### config.mk
export PLATFORM = sky130hd
export DESIGN_NAME = flash_read_port
export DESIGN_NICKNAME = d
export VERILOG_FILES = /design/src/rtl/frp_pkg.sv /design/src/rtl/frp_ctrl.sv /design/src/rtl/frp_data.sv /design/src/rtl/flash_read_port.sv
export SDC_FILE = /design/constraint.sdc
export NUM_CORES = 1
export LEC_CHECK = 0
export BUFFER_PORTS_ARGS = -buffer_cell sky130_fd_sc_hd__buf_2
export CAP_MARGIN = 0
export CORE_MARGIN = 8
export CORE_UTILIZATION = 53
export CTS_CLUSTER_SIZE = 30
export DETAILED_ROUTE_END_ITERATION = 8
export PLACE_DENSITY = 0.77
export SYNTH_ARGS = -nofsm -noshare
export SYNTH_HDL_FRONTEND = slang
export SYNTH_SLANG_ARGS = --single-unit
### constraint.sdc
create_clock -name clk -period 5.4 [get_ports clk]
set_input_delay 1.08 -clock clk [delete_from_list [all_inputs] [get_ports clk]]
set_output_delay 1.08 -clock clk [all_outputs]
set_load 0.01 [all_outputs]
### src/rtl/frp_pkg.sv
`timescale 1ns/1ps
package frp_pkg;

  localparam logic [7:0] CMD_READ_ARRAY  = 8'hFF;
  localparam logic [7:0] CMD_READ_STATUS = 8'h70;
  localparam logic [7:0] CMD_CFG_SETUP   = 8'h60;
  localparam logic [7:0] CMD_CFG_CONFIRM = 8'h03;

  localparam logic [1:0] LEN_FOUR  = 2'b00;
  localparam logic [1:0] LEN_EIGHT = 2'b01;

  typedef struct packed {
    logic       syncMode;
    logic [1:0] burstLen;
    logic       fallEdge;
  } cfg_t;

  localparam cfg_t CFG_RESET = '{syncMode: 1'b0, burstLen: LEN_FOUR, fallEdge: 1'b0};

  // strobes from control to datapath
  typedef struct packed {
    logic       advRise;
    logic       stepBurst;
    logic       driveBus;
    logic       showStatus;
    logic       syncMode;
    logic [1:0] burstLen;
  } strobes_t;

  function automatic logic [15:0] arrayWord(input logic [15:0] wordAddr);
    return (wordAddr * 16'h9E37) + 16'h1234;
  endfunction

endpackage

### src/rtl/frp_ctrl.sv
`timescale 1ns/1ps
module frp_ctrl
  import frp_pkg::*;
#(
  parameter int AW = 8
) (
  input  logic          clk,
  input  logic          rstN,
  input  logic          advN,
  input  logic          ceN,
  input  logic          oeN,
  input  logic          weN,
  input  logic          fclk,
  input  logic [AW-1:0] addr,
  input  logic [7:0]    cmdData,
  output strobes_t      st,
  output logic [AW-1:0] sAddr,
  output logic [7:0]    statusByte,
  output logic          apsIdle
);

  // sampled pins and their previous values
  logic sCe, sOe, sWe, sAdv, sFclk;
  logic sWeD, sAdvD, sFclkD;
  logic [7:0] sCmd;

  always_ff @(posedge clk) begin
    if (!rstN) begin
      sCe    <= 1'b1;
      sOe    <= 1'b1;
      sWe    <= 1'b1;
      sAdv   <= 1'b1;
      sFclk  <= 1'b0;
      sWeD   <= 1'b1;
      sAdvD  <= 1'b1;
      sFclkD <= 1'b0;
      sAddr  <= '0;
      sCmd   <= '0;
    end else begin
      sCe    <= ceN;
      sOe    <= oeN;
      sWe    <= weN;
      sAdv   <= advN;
      sFclk  <= fclk;
      sWeD   <= sWe;
      sAdvD  <= sAdv;
      sFclkD <= sFclk;
      sAddr  <= addr;
      sCmd   <= cmdData;
    end
  end

  logic cmdStrobe, advRise, clkRise, clkFall;
  assign cmdStrobe = sWe && !sWeD && !sCe;
  assign advRise   = sAdv && !sAdvD && !sCe;
  assign clkRise   = sFclk && !sFclkD;
  assign clkFall   = !sFclk && sFclkD;

  // command decoder state
  cfg_t cfgReg;
  logic readArr, cfgPending, seqErr, cfgLoad;

  assign cfgLoad = cmdStrobe && cfgPending && (sCmd == CMD_CFG_CONFIRM);

  always_ff @(posedge clk) begin
    if (!rstN) begin
      cfgReg     <= CFG_RESET;
      readArr    <= 1'b1;
      cfgPending <= 1'b0;
      seqErr     <= 1'b0;
    end else if (cmdStrobe) begin
      if (cfgPending) begin
        cfgPending <= 1'b0;
        readArr    <= 1'b0;
        if (sCmd == CMD_CFG_CONFIRM) begin
          cfgReg <= '{syncMode: sAddr[0], burstLen: sAddr[2:1], fallEdge: sAddr[3]};
        end else begin
          seqErr <= 1'b1;
        end
      end else begin
        unique case (sCmd)
          CMD_READ_ARRAY:  readArr <= 1'b1;
          CMD_READ_STATUS: readArr <= 1'b0;
          CMD_CFG_SETUP: begin
            readArr    <= 1'b0;
            cfgPending <= 1'b1;
          end
          default:         readArr <= 1'b0;
        endcase
      end
    end
  end

  assign statusByte = {1'b1, 2'b00, seqErr, 4'b0000};

  // power-save tracking
  logic readSeen;
  always_ff @(posedge clk) begin
    if (!rstN) begin
      apsIdle  <= 1'b1;
      readSeen <= 1'b0;
    end else if (!sCe && !sAdv) begin
      apsIdle  <= 1'b0;
      readSeen <= 1'b0;
    end else if (!apsIdle && !sCe && !sOe && readArr) begin
      readSeen <= 1'b1;
    end else if (readSeen && (sCe || sOe)) begin
      apsIdle  <= 1'b1;
      readSeen <= 1'b0;
    end
  end

  logic edgeHit;
  assign edgeHit = cfgReg.fallEdge ? clkFall : clkRise;

  always_comb begin
    st.advRise    = advRise;
    st.stepBurst  = cfgReg.syncMode && !sCe && sAdv && edgeHit;
    st.driveBus   = !sCe && !sOe;
    st.showStatus = !readArr;
    st.syncMode   = cfgReg.syncMode;
    st.burstLen   = cfgReg.burstLen;
  end

  // configuration changes only on a completed setup/confirm pair
  p_cfg_by_cmd_r8: assert property (@(posedge clk) disable iff (!rstN)
    (cfgReg != $past(cfgReg)) |-> $past(cfgLoad));

  // sequence error is sticky
  p_seqerr_sticky_r7: assert property (@(posedge clk) disable iff (!rstN)
    $past(seqErr) |-> seqErr);

  // power-save is re-entered only after a read was seen
  p_aps_after_read_r14: assert property (@(posedge clk) disable iff (!rstN)
    $rose(apsIdle) |-> $past(readSeen));

endmodule

### src/rtl/frp_data.sv
`timescale 1ns/1ps
module frp_data
  import frp_pkg::*;
#(
  parameter int AW = 8
) (
  input  logic          clk,
  input  logic          rstN,
  input  strobes_t      st,
  input  logic [AW-1:0] sAddr,
  input  logic [7:0]    statusByte,
  output logic [15:0]   dataOut,
  output logic          dataOe
);

  localparam int PW = AW - 2;

  logic [PW-1:0] pageBase;
  logic [AW-1:0] burstAddr, burstNext, rdAddr;

  always_comb begin
    if (st.burstLen == LEN_FOUR)
      burstNext = {burstAddr[AW-1:2], burstAddr[1:0] + 2'd1};
    else if (st.burstLen == LEN_EIGHT)
      burstNext = {burstAddr[AW-1:3], burstAddr[2:0] + 3'd1};
    else
      burstNext = burstAddr + 1'b1;
  end

  always_ff @(posedge clk) begin
    if (!rstN) begin
      pageBase  <= '0;
      burstAddr <= '0;
    end else if (st.advRise) begin
      pageBase  <= sAddr[AW-1:2];
      burstAddr <= sAddr;
    end else if (st.stepBurst) begin
      burstAddr <= burstNext;
    end
  end

  assign rdAddr = st.syncMode ? burstAddr : {pageBase, sAddr[1:0]};

  always_comb begin
    dataOe = st.driveBus;
    if (!st.driveBus)
      dataOut = '0;
    else if (st.showStatus)
      dataOut = {8'h00, statusByte};
    else
      dataOut = arrayWord(16'(rdAddr));
  end

  // burst address holds without a step or a new start
  p_burst_hold_r13: assert property (@(posedge clk) disable iff (!rstN)
    (!st.stepBurst && !st.advRise) |=> $stable(burstAddr));

  // a 4-word step never leaves its group
  p_wrap_four_r10: assert property (@(posedge clk) disable iff (!rstN)
    (st.stepBurst && !st.advRise && st.burstLen == LEN_FOUR)
      |=> burstAddr[AW-1:2] == $past(burstAddr[AW-1:2]));

  // an 8-word step never leaves its group
  p_wrap_eight_r10: assert property (@(posedge clk) disable iff (!rstN)
    (st.stepBurst && !st.advRise && st.burstLen == LEN_EIGHT)
      |=> burstAddr[AW-1:3] == $past(burstAddr[AW-1:3]));

endmodule

### src/rtl/flash_read_port.sv
`timescale 1ns/1ps
module flash_read_port
  import frp_pkg::*;
#(
  parameter int AW = 8
) (
  input  logic          clk,
  input  logic          rstN,
  input  logic          advN,
  input  logic          ceN,
  input  logic          oeN,
  input  logic          weN,
  input  logic          fclk,
  input  logic [AW-1:0] addr,
  input  logic [7:0]    cmdData,
  output logic [15:0]   dataOut,
  output logic          dataOe,
  output logic          apsIdle
);

  strobes_t      st;
  logic [AW-1:0] sAddr;
  logic [7:0]    statusByte;

  frp_ctrl #(.AW(AW)) uCtrl (
    .clk(clk), .rstN(rstN), .advN(advN), .ceN(ceN), .oeN(oeN), .weN(weN),
    .fclk(fclk), .addr(addr), .cmdData(cmdData),
    .st(st), .sAddr(sAddr), .statusByte(statusByte), .apsIdle(apsIdle)
  );

  frp_data #(.AW(AW)) uData (
    .clk(clk), .rstN(rstN), .st(st), .sAddr(sAddr), .statusByte(statusByte),
    .dataOut(dataOut), .dataOe(dataOe)
  );

  // no drive while deselected, and a quiet bus when not driven
  p_bus_quiet_r2: assert property (@(posedge clk) disable iff (!rstN)
    !dataOe |-> dataOut == 16'h0000);

endmodule

Word-level counts from Yosys, hierarchy flattened

Cells that the tools add are included.

Output and inout bits: 18
Bits of input ports: 23
Logic and storage cells: 87
Register bits: 47

Add/subtract/negate cells: 4
Bitwise logic cells: 2
Equal/unequal tests: 7
Muxes and demuxes: 17
Reduce and logical (&&, ||, !) cells: 34
Multipliers: 1

Operators with widths:

| cell                                                                    | count |
|---|---|
| 8-bit 2-to-1 mux                                                        | 5 |
| 16-bit 2-to-1 mux                                                       | 2 |
| 16-bit by 13-bit adder with 16-bit output, second input constant        | 1 |
| 8-bit by 16-bit multiplier with 16-bit output, second input constant    | 1 |
| 1-bit logical AND                                                       | 15 |
| 1-bit 2-to-1 mux                                                        | 10 |
| 3-bit AND reduction                                                     | 3 |
| 8-bit by 1-bit adder with 8-bit output, second input constant           | 1 |
| 8-bit by 2-bit == test with 1-bit output, second input constant         | 1 |
| 8-bit by 7-bit == test with 1-bit output, second input constant         | 1 |
| 8-bit == test, second input constant                                    | 1 |
| 1-bit logical NOT                                                       | 8 |
| 2-bit nonzero test                                                      | 3 |
| 2-bit inequality test, second input constant                            | 2 |
| 2-bit AND reduction                                                     | 2 |
| 3-bit by 1-bit adder with 3-bit output, second input constant           | 1 |
| 2-bit by 1-bit adder with 2-bit output, second input constant           | 1 |
| 2-bit by 1-bit == test with 1-bit output, second input constant         | 1 |
| 2-bit logical NOT                                                       | 1 |
| 2-bit by 1-bit inequality test with 1-bit output, second input constant | 1 |
| 1-bit inverter                                                          | 2 |
| 2-bit OR reduction                                                      | 1 |
| 1-bit logical OR                                                        | 1 |

Logic depth before layout (Yosys ltp)

Gate-level depths: netlist of the first run.

Word-level depth: 6
Depth in mapped cells: 17
Gate-level depth less buffers: 16

Modules after synthesis

Synthesis of the first run repeated with hierarchy kept, for this count alone.

Cell total of the unflattened synthesis: 407
Area total of the unflattened synthesis: 3754.9 µm²

By module, submodules not included:

| module   | cells each | area an instance (µm²) | sequential area each (µm²) | instances |
|---|---|---|---|---|
| frp_data | 289        | 2555.0                 | 280.3                      | 1 |
| frp_ctrl | 118        | 1199.9                 | 660.6                      | 1 |

Worst setup path before layout of the first run

No wires, ideal clock.

Kind: flip-flop to output port
Start point: register uCtrl.cfgReg, in the netlist uCtrl.st[2]
End point: output port dataOut[14]
Buffers on the path: 1
Data arrival time: 4.361 ns
Path slack: -0.041 ns
Required time: 4.320 ns
Cell stages (with the launch flop): 16
Path through: dfxtp_1 buf_4 mux2i_1 fa_1 fa_1 inv_1 fa_1 inv_1 fa_1 inv_1 ha_1 o21a_1 o31a_1 o211a_1 o21ai_0 nor3b_1

Cells in the longest elaborated chain, start to end: 5

RTL lines:

| what                                          | line                  | source |
|---|---|---|
| start, declared                               | frp_ctrl.sv:60        | `cfg_t cfgReg;` |
| start signal, assigned                        | frp_ctrl.sv:76        | `cfgReg <= '{syncMode: sAddr[0], burstLen: sAddr[2:1], fallEdge: sAddr[3]};` |
| 8-bit 2-to-1 mux                              | frp_data.sv:42        | `assign rdAddr = st.syncMode ? burstAddr : {pageBase, sAddr[1:0]};` |
| 8-bit by 16-bit multiplier with 16-bit output | frp_pkg.sv:31         | `return (wordAddr * 16'h9E37) + 16'h1234;` |
| 16-bit by 13-bit adder with 16-bit output     | frp_pkg.sv:31         |  |
| 16-bit 2-to-1 mux                             | frp_data.sv:48        | `else if (st.showStatus)` |
| 16-bit 2-to-1 mux                             | frp_data.sv:46        | `if (!st.driveBus)` |
| end, declared                                 | flash_read_port.sv:16 | `output logic [15:0] dataOut,` |

No other way between the ends.

Worst setup path in the final report of the first run

Start point: register uCtrl.cfgReg, in the netlist uCtrl.st[2]
End point: output port dataOut[15]

Same word-level chain as after synthesis.

==> impl_results.md, run 1 <==
- Status: complete, but fails checks
- Failing checks: setup timing
- Sw power: 221 µW
- Area share of the largest cell type after synthesis: 26.7%
- Synth unique cells: 46
- Htree depth: 2
- Die Width: 97.6 µm
- Hold_sp: uCtrl.sAddr[6]
- Setup TNS Final: -634 ps
- Port Buffers: 40
- Seq pwr share: 44.2%
- Critical Path Sink Type: output port
- R2R Path End: uCtrl.st[2]
- Final Max Slew Viols: 0
- Clock skew: 6.65 ps
- Sequential area share after synthesis: 26.7%
- Num Clock Sinks: 47
- Main synth FF type: dfxtp_1
- Commonest non-fill, non-tap cell in the layout: dfxtp_1
- Initial antenna violation count: 0
- Async SR Flop Fraction: 0%
- ANT nets after route: 0
- Largest area contributor in the netlist: dfxtp_1
- Arrival time at the worst endpoint: 4490 ps
- Vias: 2911
- Worst-path cell chain: buf_6, mux2i_4, inv_2, buf_6, fa_1, ha_4, fa_1, inv_1, fa_1, inv_2, ha_4, and4_4, buf_4, o2111ai_1, nor2_1, nor3_1, o21ba_2, buf_6
- Layout Area Growth over Synthesis: 32.8%
- First-pass GRT wire length: between 10 and 15 mm
- Period utilization: 103%
- Worst skew pair latency: 300 ps
- Total iterations of the first detailed-routing run: 4
- Total routed wirelength: 8.72 mm
- Mapped Cells: 376
- Core area: 6390 µm²
- DRC: 0
- Avg Inst Size Synth: 9.38 µm²
- GRT Util Overall: 16.7%
- Most frequent cells in the layout: dfxtp_1 (46), inv_1 (41), buf_4 (41)
- Ant. Diodes: 0
- Fin. Hold Viols: 0
- Logic pwr share: a little under a quarter
- Layout cells sized above 1: 34.9%
- P_leak: around 2.2 nW
- Initial Utilization: 55.2%
- Worst slew pin tran: 533 ps
- Min-delay worst type: flop to flop
- DR WL/cell: around 16 µm
- Finished Core Util: 73.3%
- PwrDens: 177 nW/µm²
- Top cells by area, synth: dfxtp_1 (27%), fa_1 (17%), ha_1 (13%)
- Max-Slew Margin vs Limit: between 60 and 70%
- Cell Rows: 29
- Crit path time final: 5570 ps
- CTS Buffer Depth: 2
- YS warnings: 0
- Power share of the clock group: 32.2%
- Synth Net Count: 466
- CTS tree: yes
- Routability cong.: 0.892
- WHS: 460 ps
- Fillers: 430
- Number of synthesized register bits: 47
- Post-synth EDFFs: 0
- Overflow after GRT: 0
- CP Max Fanout: 4
- WHS Path Cells: 2
- VDD IR max: 0.233 mV
- Final worst setup slack: -167 ps
- Max-cap violations: 0
- DRT iter0 DRCs: 79
- Highest Clock Rate: 0.180 GHz
- Final Setup Violations: 6
- Vias in the first global route: 2976
- Internal power: 608 µW
- Largest stage delay, worst path: 540 ps
- Die ar.: 9520 µm²
- Num CTS Buffers: 5
- Vias per cell: 5.41
- Layout Nets: 550
- Hpwl dp: 6.06 mm
- Number of top-level pins: 41
- Critical Path RT: 4320 ps
- RSZ-0062 raised after global routing: true
- Post-Syn Area: 3530 µm²
- Net Sw Frac: 26.7%
- Crit. Startpoint: uCtrl.st[2]
- Worst R2R Path Depth: 5
- Reg-to-reg startpoint: uCtrl.sCmd[3]
- WS Path Type: flop to output port
- R2r setup slk: 3420 ps
- WHS Endpoint: uData.pageBase[4]
- CTS clock-pin slew for the worst setup and hold paths: around 80 ps
- Total power: between 800 and 900 µW
- CTS root buf: clkbuf_8
- Worst setup SP type: flop
- Die Ht: 97.6 µm
- Slowest-stage cell, CP: fa_1
- Largest net degree at the start of global routing: 31
## routing by layer
layer | up-vias | wire length, µm | GRT usage [%] | part of all wire (%)
li1 | 1414 | - | - | -
met1 | 1388 | 3440 | 18.1 | 39
met2 | 83 | 4680 | 31.0 | 54
met3 | 26 | 321 | 2.84 | 3.7
met4 | 0 | 284 | 6.76 | 3.3
met5 | - | 0 | 0 | 0
## metrics by stage
step | setup slack (ps) | area [µm²] | cells
after detailed placement | -16.0 | 4020 | 514
after global routing | -337 | 4680 | 538
after floorplan | 58.5 | 3530 | 376
after CTS | -86.4 | 4490 | 531
after global placement | 68.4 | 4020 | 514
final | -167 | 4680 | 538
## Yosys cell counts, types with 4 or more instances
cell / number
a21o_1: 4
inv_1: 55
mux2i_1: 15
dfxtp_1: 47
fa_1: 30
o21a_1: 8
xor2_1: 8
and2_1: 20
nand2_1: 21
ha_1: 37
clkbuf_1: 9
a21oi_1: 18
a211oi_1: 6
nor2_1: 24
xnor2_1: 9
o21ai_0: 6
nand2b_1: 7
nor3_1: 6
nand3_1: 6
## power by group through the flow
stage	logic (mW)	clock network [mW]	registers, mW
3_5_place_dp	0.150	0	0.373
3_3_place_gp	0.146	0	0.373
5_1_grt	0.216	0.289	0.368
6_report	0.196	0.267	0.366
2_1_floorplan	0.100	0	0.371
4_1_cts	0.178	0.272	0.366
## worst max path at each step
stage | slack (ps) | endpoint | cells past startpoint
detailed placement | -20 | dataOut[14] | 16
global placement | 70 | dataOut[14] | 16
global route | -340 | dataOut[12] | 16
finish | -170 | dataOut[15] | 18
CTS | -90 | dataOut[12] | 16
floorplan | 60 | dataOut[10] | 15
## sequential cells by signal (all words and copies together) (netlist names), 3 cells and up
register         flops
uData.burstAddr      8
uCtrl.st             3
uCtrl.sAddr          8
uCtrl.sCmd           8
uData.pageBase       6
## worst max-delay path, delay by kind of cell (launching register included)
family | cells | cell delay (ps)
flip-flops | 1 | 370
AO/OA/AOI/OAI | 2 | 340
adder cells (fa/ha/maj) | 5 | 2010
buffers and inverters | 7 | 760
multiplexers | 1 | 260
AND/OR/NAND/NOR | 3 | 440
## repair_timing
item	4_1_cts	5_1_grt
gates resized for setup	58	24
setup endpoints to repair	9	8
gates cloned	0	0
hold buffers	0	0
pin swaps	31	27
setup buffers	9	8
## kinds of logic after synthesis
logic type	count (synthesis)	share of synthesized area, %
simple gates	105	15.6
fa+ha+maj	67	30.2
buf+inv	66	7.13
compound gates	59	12.0
flops	47	26.7
xor+xnor	17	4.22
mux	15	4.26
## final cells by class
class	instances	area (µm²)	share of cell area [%]
clock buffers	6	82.6	1.76
clock inverters	2	38.8	0.829
inverters	56	213	4.54
multi-input cells	263	2720	58.1
flip-flops and latches	47	942	20.1
well taps	77	96.3	2.06
repair buffers	87	591	12.6
No activity file was read; power rests on OpenSTA's default activity.
==> inputs of run 2 (changes only) <==
--- a/config.mk
+++ b/config.mk
@@ -11,6 +11,7 @@
 export CORE_UTILIZATION = 53
 export CTS_CLUSTER_SIZE = 30
 export DETAILED_ROUTE_END_ITERATION = 8
+export GPL_ROUTABILITY_DRIVEN = 0
 export PLACE_DENSITY = 0.77
 export SYNTH_ARGS = -nofsm -noshare
 export SYNTH_HDL_FRONTEND = slang
==> constraint.sdc (replaced) <==
create_clock -name clk -period 5.4 [get_ports clk]
set_input_delay 0 -clock clk [delete_from_list [all_inputs] [get_ports clk]]
set_output_delay 0 -clock clk [all_outputs]
set_load 0.01 [all_outputs]
==> impl_results.md, run 2 (same netlist as run 1, synthesis figures left out) <==
- Port Buffers: 40 (unchanged)
- Fin. Hold Viols: 0 (unchanged)
- Commonest non-fill, non-tap cell in the layout: inv_1 (was dfxtp_1)
- Layout cells sized above 1: 12.9% (was 34.9%)
- CTS Buffer Depth: 2 (unchanged)
- Most frequent cells in the layout: inv_1 (55), dfxtp_1 (47), buf_2 (40) (was dfxtp_1 (46), inv_1 (41), buf_4 (41))
- Die ar.: 9520 µm² (unchanged)
- ANT nets after route: 0 (unchanged)
- Vias in the first global route: 2806 (was 2976)
- Cell Rows: 29 (unchanged)
- Total power: 772 µW (was 829 µW)
- CTS tree: yes (unchanged)
- DR WL/cell: 14.6 µm (was 16.2 µm)
- Die Ht: 97.6 µm (unchanged)
- Worst skew pair latency: 300 ps (about the same)
- Worst slew pin tran: 542 ps (was 533 ps)
- Final Max Slew Viols: 0 (unchanged)
- Crit path time final: 5070 ps (was 5570 ps)
- Number of top-level pins: 41 (unchanged)
- DRC: 0 (unchanged)
- Initial Utilization: 55.2% (unchanged)
- Period utilization: 93.8% (was 103%)
- Core area: 6390 µm² (unchanged)
- Vias: 2741 (was 2911)
- Initial antenna violation count: 0 (unchanged)
- WS Path Type: flop to output port (unchanged)
- Highest Clock Rate: 0.197 GHz (was 0.180 GHz)
- GRT Util Overall: 16.0% (was 16.7%)
- First-pass GRT wire length: 12.8 mm (was 13.3 mm)
- Largest regs: uCtrl.sAddr: 8 flops, uCtrl.sCmd: 8 flops, uData.burstAddr: 8 flops (unchanged)
- Vias per cell: 5.35 (was 5.41)
- Arrival time at the worst endpoint: 5070 ps (was 4490 ps)
- Num Clock Sinks: 47 (unchanged)
- Total routed wirelength: 7.47 mm (was 8.72 mm)
- RSZ-0062 raised after global routing: false (was true)
- Critical Path Sink Type: output port (unchanged)
- CP Max Fanout: 10 (was 4)
- CTS clock-pin slew for the worst setup and hold paths: 80 ps (about the same)
- Die Width: 97.6 µm (unchanged)
- P_leak: 2.02 nW (was 2.16 nW)
- Status: completed (was complete, but fails checks)
- Num CTS Buffers: 5 (unchanged)
- Overflow after GRT: 0 (unchanged)
- PwrDens: 188 nW/µm² (was 177 nW/µm²)
- Layout Area Growth over Synthesis: 16.5% (was 32.8%)
- Hpwl dp: 5.89 mm (was 6.06 mm)
- Max-Slew Margin vs Limit: 63.6% (was 64.2%)
- Placed cell count: 483 (was 514)
- Non-filler cells, final: 512 (was 538)
- VDD IR max: 0.220 mV (was 0.233 mV)
- CTS root buf: clkbuf_8 (unchanged)
- Clock skew: 3.37 ps (was 6.65 ps)
- Layout Nets: 524 (was 550)
- Largest net degree at the start of global routing: 31 (unchanged)
- Worst setup SP type: flop (unchanged)
- Final Setup Violations: 0 (was 6)
- Htree depth: 2 (unchanged)
- Ant. Diodes: 0 (unchanged)
- DRT iter0 DRCs: 102 (was 79)
- Critical Path RT: 5400 ps (was 4320 ps)
- Setup TNS Final: 0 ps (was -634 ps)
- Max-cap violations: 0 (unchanged)
- Total iterations of the first detailed-routing run: 4 (unchanged)
- Min-delay worst type: input pin to flop (was flop to flop)
[run 2: changes by cell type in the layout (fill, tap and decap cells not counted), moves of 6 or more]
cell           previous run  this run
buf_4                    41         0
dlygate4sd3_1             0        21
ha_1                     19        37
ha_4                     16         0
inv_1                    41        55
inv_2                    13         0
mux2i_1                   7        15
mux2i_4                   8         0
buf_6                     6         0
[run 2: per-stage QoR]
stage	instance area (µm²)	util [%]	setup WS [ps]	hold slack, ps
detailed placement	3780	59.2	625	183
finish	4110	64.3	332	76.7
global route	4110	64.3	84.9	111
floorplan	3530	-	1040	101
CTS	4110	64.3	282	72.9
global placement	3780	59.2	709	179
[run 2: worst max-delay path, stage by stage, from the launching register on]
cell and delay, ps:
dfxtp_1 630, mux2i_1 410, inv_1 230, ha_1 390, inv_1 70, fa_1 470
inv_1 50, fa_1 530, inv_1 50, fa_1 530, inv_1 40, ha_1 340
o21a_1 190, o31a_1 140, o211a_1 230, o21ai_0 140, nor3b_1 180, buf_2 160
[run 2: what timing repair did]
item,CTS,global route
buffers inserted,0,0
endpoints found under the setup margin,0,0
endpoints found under the hold margin,21,0
gates resized for setup,0,0
hold buffers,21,0
[run 2: layer usage]
metal	part of all wire (%)	global-route usage, %
met5	0	0
met4	1.4	4.66
met3	4.0	3.34
met2	52	29.0
met1	42	18.2
[run 2: where the power goes]
group	switching, mW	total (mW)	leakage [nW]	internal [mW]
registers	0.00770	0.365	0.385	0.357
logic	0.0781	0.147	1.57	0.0690
clock network	0.110	0.259	0.0612	0.150
[run 2: final cells by class]
type                    instances  area (µm²)
clock buffers                   6        82.6
clock inverters                 2        35.0
fillers                       518        2280
inverters                      56         210
multi-input cells             263        2330
flip-flops and latches         47         941
well taps                      77        96.3
repair buffers                 61         410
[run 2: final timing paths]
| kind | depth (start not counted) | endpoint | from | slack, ps |
|---|---|---|---|---|
| max | 17 | dataOut[14] | uCtrl.st[2] | 330 |
| min | 2 | uCtrl.readArr | rstN | 80 |
| max reg2reg | 5 | uData.burstAddr[7] | uCtrl.st[2] | 3450 |
| min reg2reg | 2 | uData.pageBase[2] | uCtrl.sAddr[4] | 460 |
